[config.mk]
export PLATFORM = sky130hd
export DESIGN_NAME = fwd_hazard_unit
export DESIGN_NICKNAME = d
export VERILOG_FILES = /design/src/rtl/fwd_hazard_pkg.sv /design/src/rtl/fwd_src_match.sv /design/src/rtl/fwd_operand_sel.sv /design/src/rtl/load_use_detect.sv /design/src/rtl/fwd_hazard_unit.sv
export SDC_FILE = /design/constraint.sdc
export NUM_CORES = 1
export LEC_CHECK = 0
export BUFFER_PORTS_ARGS = -buffer_cell sky130_fd_sc_hd__buf_2
export CAP_MARGIN = 20
export CORE_AREA = 2 2 39 41
export DETAILED_ROUTE_END_ITERATION = 16
export DIE_AREA = 0 0 41 43
export PLACE_DENSITY = 0.74
export SETUP_SLACK_MARGIN = 0.02
export SLEW_MARGIN = 20
export SYNTH_ARGS = -nofsm -noshare
export SYNTH_HDL_FRONTEND = slang
export SYNTH_SLANG_ARGS = --single-unit
[constraint.sdc]
create_clock -name vclk -period 2.7
set_input_delay 0.135 -clock vclk [all_inputs]
set_output_delay 0.135 -clock vclk [all_outputs]
set_load 0.01 [all_outputs]
[src/rtl/fwd_hazard_pkg.sv]
package fwd_hazard_pkg;
  typedef enum logic [1:0] {
    FWD_RF    = 2'b00,
    FWD_MEMWB = 2'b01,
    FWD_EXMEM = 2'b10
  } fwd_sel_e;
endpackage

[src/rtl/fwd_src_match.sv]
module fwd_src_match #(
  parameter int REG_AW = 5
) (
  input  logic [REG_AW-1:0] src_i,
  input  logic [REG_AW-1:0] rd_i,
  input  logic              we_i,
  output logic              hit_o
);
  localparam logic [REG_AW-1:0] ZERO_REG = '0;
  // x0 is hardwired; a write to it carries no data
  assign hit_o = we_i && (rd_i != ZERO_REG) && (rd_i == src_i);
endmodule

[src/rtl/fwd_operand_sel.sv]
module fwd_operand_sel
  import fwd_hazard_pkg::*;
#(
  parameter int REG_AW = 5
) (
  input  logic [REG_AW-1:0] src_i,
  input  logic [REG_AW-1:0] exmem_rd_i,
  input  logic              exmem_we_i,
  input  logic [REG_AW-1:0] memwb_rd_i,
  input  logic              memwb_we_i,
  output logic [1:0]        sel_o
);
  logic exmem_hit, memwb_hit;
  fwd_sel_e sel;

  fwd_src_match #(.REG_AW(REG_AW)) u_m_exmem (
    .src_i(src_i), .rd_i(exmem_rd_i), .we_i(exmem_we_i), .hit_o(exmem_hit));
  fwd_src_match #(.REG_AW(REG_AW)) u_m_memwb (
    .src_i(src_i), .rd_i(memwb_rd_i), .we_i(memwb_we_i), .hit_o(memwb_hit));

  // younger producer wins
  always_comb begin
    if (exmem_hit)      sel = FWD_EXMEM;
    else if (memwb_hit) sel = FWD_MEMWB;
    else                sel = FWD_RF;
  end

  assign sel_o = sel;
endmodule

[src/rtl/load_use_detect.sv]
module load_use_detect #(
  parameter int REG_AW  = 5,
  parameter int NUM_SRC = 2
) (
  input  logic [NUM_SRC-1:0][REG_AW-1:0] id_src_i,
  input  logic [REG_AW-1:0]              idex_rd_i,
  input  logic                           idex_we_i,
  input  logic                           idex_load_i,
  output logic                           stall_o
);
  logic [NUM_SRC-1:0] hit;

  for (genvar g = 0; g < NUM_SRC; g++) begin : g_src
    fwd_src_match #(.REG_AW(REG_AW)) u_m (
      .src_i(id_src_i[g]), .rd_i(idex_rd_i), .we_i(idex_we_i), .hit_o(hit[g]));
  end

  assign stall_o = idex_load_i && (|hit);
endmodule

[src/rtl/fwd_hazard_unit.sv]
module fwd_hazard_unit #(
  parameter int REG_AW = 5
) (
  input  logic [REG_AW-1:0] id_rs1_i,
  input  logic [REG_AW-1:0] id_rs2_i,
  input  logic [REG_AW-1:0] ex_rs1_i,
  input  logic [REG_AW-1:0] ex_rs2_i,
  input  logic [REG_AW-1:0] idex_rd_i,
  input  logic              idex_we_i,
  input  logic              idex_load_i,
  input  logic [REG_AW-1:0] exmem_rd_i,
  input  logic              exmem_we_i,
  input  logic [REG_AW-1:0] memwb_rd_i,
  input  logic              memwb_we_i,
  output logic [1:0]        fwd_a_o,
  output logic [1:0]        fwd_b_o,
  output logic              stall_o,
  output logic              bubble_o
);
  localparam int NUM_SRC = 2;

  logic [NUM_SRC-1:0][REG_AW-1:0] ex_src;
  logic [NUM_SRC-1:0][REG_AW-1:0] id_src;
  logic [NUM_SRC-1:0][1:0]        sel;
  logic                           lu_stall;

  assign ex_src = {ex_rs2_i, ex_rs1_i};
  assign id_src = {id_rs2_i, id_rs1_i};

  for (genvar g = 0; g < NUM_SRC; g++) begin : g_opnd
    fwd_operand_sel #(.REG_AW(REG_AW)) u_sel (
      .src_i      (ex_src[g]),
      .exmem_rd_i (exmem_rd_i),
      .exmem_we_i (exmem_we_i),
      .memwb_rd_i (memwb_rd_i),
      .memwb_we_i (memwb_we_i),
      .sel_o      (sel[g])
    );
  end

  // split-phase file: WB write is visible to ID read, no ID-side bypass
  load_use_detect #(.REG_AW(REG_AW), .NUM_SRC(NUM_SRC)) u_lu (
    .id_src_i    (id_src),
    .idex_rd_i   (idex_rd_i),
    .idex_we_i   (idex_we_i),
    .idex_load_i (idex_load_i),
    .stall_o     (lu_stall)
  );

  assign fwd_a_o  = sel[0];
  assign fwd_b_o  = sel[1];
  assign stall_o  = lu_stall;
  assign bubble_o = lu_stall;
endmodule

==> results of run 1 <==
## cells by family (layout without fill, tap and decap cells)
family	Yosys count	in the layout	share of synthesized area, %
xor+xnor	30	30	63.1
simple gates	15	15	25.2
compound gates	4	4	6.31
buf+inv	3	45	5.41
## metal layers
metal | global-route usage, % | routed length, um | up-vias
met3 | 1.57 | 208 | 0
met1 | 8.23 | 336 | 224
li1 | - | - | 269
met5 | 0 | 0 | -
met2 | 30.6 | 614 | 40
met4 | 0 | 0 | 0
## per-stage QoR
| step | hold WS (ns) | setup slack (ns) | util (%) |
|---|---|---|---|
| final | 0.625 | 1.11 | 46.2 |
| after global routing | 0.655 | 1.03 | 46.2 |
| after CTS | 0.631 | 1.10 | 46.2 |
| after detailed placement | 0.629 | 1.10 | 46.2 |
| after global placement | 0.628 | 1.15 | 46.2 |
| after floorplan | 0.403 | 1.32 | - |
## layout by cell type (no fill, tap or decap)
master,netlist,layout
xnor2_1,10,10
buf_2,0,45
o211ai_1,1,1
nor4_2,2,2
nand3_1,4,4
or4_1,5,5
nor3_1,2,2
xor2_1,20,20
nor4_1,2,2
a21oi_1,1,1
o21ai_2,1,1
o21ai_1,1,1
## worst paths after layout
kind	to	start	cells past startpoint
max	fwd_a_o[0]	exmem_rd_i[0]	6
min	stall_o	idex_we_i	4
## where the power goes
group	switching, mW	internal [mW]	total [mW]
Clock	0	0	0
Combinational	0.0413	0.0476	0.0889
Sequential	0	0	0
## layout make-up
class                      instances  area (um^2)  share of cell area, %
tap                               16         20.0                   3.13
timing repair buffer              45          225                   35.2
multi-input combinational         49          394                   61.6
==> reports/metrics.yaml, run 1 <==
rows: 14
area_delta_synth_final_pct: 53.5
max_cap_violations: 0
synth_nets: 91
routed_wl_um: 1160
finalSetupViolCount: 0
final_nets: 135
arrival_ns: 1.46
dp_hpwl_um: 1110
die_h_um: 43
power_density_mw_per_mm2: 139
regArea_um2: 0
synth_top_cells_by_area: "xor2_1, xnor2_1, or4_1, nor4_2, buf_4"
timing.final.crit_period_ns: 1.59
diodes: 0
nClkBuffers: 0
syn-cell-area_um2: 417
ant_nets: 0
wl_per_cell_um: 10.5
slew_viol_final: 0
layoutNonFillerInstCount: 110
avgSynthCellArea_um2: 8.01
placed_area_um2: 639
syn_inst: 52
portBuffers: 45
path_class: "in -> out"
yosys_warnings: 0
leakagePower_nw: 0.310
maxSlewHeadroom_pct: 68.5
post_cts_resized: 0
status: "complete, no violations"
ir_drop_uv: 54.0
first_pass_iters: 2
synth.most_common_cell: "xor2_1"
antenna_found_initial: 0
final_area_um2: 639
cp_max_fo: 3
cpPeakStageDelay_ns: 0.54
worst_pin_slew_ns: 0.469
track_usage_pct: 12.7
grt_max_degree: 4
clock.fmax_mhz: 628
cts_hold_buffers: 0
gr-total-overflow: 0
post-route-period-util_pct: 59.0
post-synth-top-area-cell: "xor2_1"
initial_core_util_pct: 30.1
via_count: 533
place.gp.congestion: 0.627
grt_pass1_vias: 495
yosys.area.top_type_share_pct: 42.0
crit_slowest_cell: "or4_1"
crit_top_cell: "buf_2"
hold_path_class: "in -> out"
core_area_mm2: 0.00138
grt_setup_unrepaired: "false"
path_delay_family: "simple AND/OR/NAND/NOR gates"
design.seq.count: 0
critPathBufInv: 2
drt-initial-drc-count: 5
ys_seq_area_share_pct: 0
p_total_mw: 0.0889
die_x_um: 41
tns_ns: 0
cp.required_ns: 2.57
endpoint_kind: "output port"
viasPerCell: 4.85
num_io_pins: 45
grt_pass1_wl_um: 1650
hold_violations: 0
crit_path_start_kind: "input pin"
die_area_mm2: 0.00176
n_fill_cell: 146
post_cts_buffers: 0
place_inst: 110
drcViolationCount: 0
crit_chain: "buf_2 > or4_1 > o21ai_2 > nor4_1 > nor4_2 > buf_2"
synthTopCellsByCount: "xor2_1, xnor2_1, or4_1, nand3_1, buf_4"
synth_cell_types: 12
drive_gt1_share_pct: 51.1
No activity file was read; power rests on OpenSTA's default activity.
==> run 2, diff against run 1 <==
--- a/config.mk
+++ b/config.mk
@@ -10,7 +10,7 @@
 export CORE_AREA = 2 2 39 41
 export DETAILED_ROUTE_END_ITERATION = 16
 export DIE_AREA = 0 0 41 43
-export PLACE_DENSITY = 0.74
+export PLACE_DENSITY = 0.77
 export SETUP_SLACK_MARGIN = 0.02
 export SLEW_MARGIN = 20
 export SYNTH_ARGS = -nofsm -noshare
==> constraint.sdc (replaced) <==
create_clock -name vclk -period 1.28
set_input_delay 0.064 -clock vclk [all_inputs]
set_output_delay 0.064 -clock vclk [all_outputs]
set_load 0.01 [all_outputs]
==> reports/metrics.yaml, run 2 (synthesis gave the netlist of run 1 again) <==
final_util_pct: 58.5
multi_input_area_um2: 478
post-route-period-util_pct: 112
core_area_mm2: 0.00138
nClkBuffers: 0
path_class: "in -> out"
maxSlewHeadroom_pct: 80.2
arrival_ns: 1.37
num_io_pins: 45
dp_hpwl_um: 1220
hold_depth: 4
cp.required_ns: 1.22
portBuffers: 45
violations: "setup timing"
clock.fmax_mhz: 698
n_fill_cell: 129
viasPerCell: 4.84
hold_violations: 0
via_count: 571
hold_path_class: "in -> out"
final_nets: 143
final_cell_mix: "buf_2, xor2_1, xnor2_1, buf_4, buf_6"
die_h_um: 43
die_area_mm2: 0.00176
place.gp.congestion: 0.630
track_usage_pct: 16.7
gr-total-overflow: 0
ir_drop_uv: 108
leakagePower_nw: 0.384
layoutNonFillerInstCount: 118
regArea_um2: 0
design.seq.count: 0
hold_end: "stall_o"
worst_pin_slew_ns: 0.296
crit_path_start_kind: "input pin"
timing.final.crit_period_ns: 1.43
place_inst: 116
slew_viol_final: 0
antenna_found_initial: 0
routed_wl_um: 1570
wl_per_cell_um: 13.3
ant_nets: 0
grt_pass1_wl_um: 2100
max_cap_violations: 0
drcViolationCount: 0
initial_core_util_pct: 30.1
drt-initial-drc-count: 2
finalSetupViolCount: 3
layout_setup_ws_ns: -0.152
diodes: 0
drive_gt1_share_pct: 62.7
cp_max_fo: 2
die_x_um: 41
holdWs_ns: 0.485
p_total_mw: 0.259
rows: 14
hp-start: "idex_we_i"
grt_setup_unrepaired: "true"
area_delta_synth_final_pct: 94.3
grt_pass1_vias: 580
status: "finished with violations"
power_density_mw_per_mm2: 320
final_common_cell: "buf_2"
grt_max_degree: 4
endpoint_kind: "output port"
first_pass_iters: 4
run 2: worst max-delay path by stage:
| stage | slack [ns] | endpoint | cells after the start | start |
|---|---|---|---|---|
| global placement | -0.12 | fwd_b_o[0] | 6 | exmem_rd_i[0] |
| finish | -0.15 | fwd_a_o[0] | 7 | exmem_rd_i[3] |
| CTS | -0.11 | fwd_a_o[0] | 7 | exmem_rd_i[3] |
| detailed placement | -0.16 | fwd_a_o[0] | 6 | exmem_rd_i[0] |
| global route | -0.19 | fwd_b_o[0] | 7 | exmem_rd_i[3] |
| floorplan | 0.05 | fwd_a_o[0] | 4 | exmem_rd_i[0] |
run 2: metrics by stage:
stage          setup slack [ns]  setup TNS [ns]  cell area [um^2]
4_1_cts                  -0.109          -0.271               768
2_1_floorplan            0.0467               0               417
3_3_place_gp             -0.116          -0.231               684
3_5_place_dp             -0.165          -0.314               684
6_report                 -0.152          -0.351               810
5_1_grt                  -0.186          -0.482               810
run 2: per-layer routing:
metal / vias to the layer above / share of wire [%] / GRT usage (%) / wire length (um)
met4: 0 / 0 / 0 / 0
li1: 284 / - / - / -
met2: 44 / 54 / 39.7 / 840
met3: 0 / 14 / 2.62 / 226
met5: - / 0 / 0 / 0
met1: 243 / 32 / 11.1 / 503
run 2: worst max-delay path, stage by stage:
cell and delay [ns]:
buf_6 0.09, or4_4 0.54, o21ai_4 0.19, buf_6 0.12, nor4_4 0.04, nor4_2 0.14
buf_2 0.17
run 2: final cells by class:
class | instances | share of cell area (%)
tap | 16 | 2.47
multi-input combinational | 49 | 59.0
timing repair buffer | 53 | 38.5
run 2: repair_timing:
item,4_1_cts,5_1_grt
setup endpoints to repair,3,4
gates resized for setup,10,7
pin swaps,6,3
hold buffers,0,0
setup buffers,3,0
run 2: where the power goes:
part	switching (mW)	total (mW)	leakage (nW)	internal, mW
Clock	0	0	0	0
Sequential	0	0	0	0
Combinational	0.121	0.259	0.384	0.138
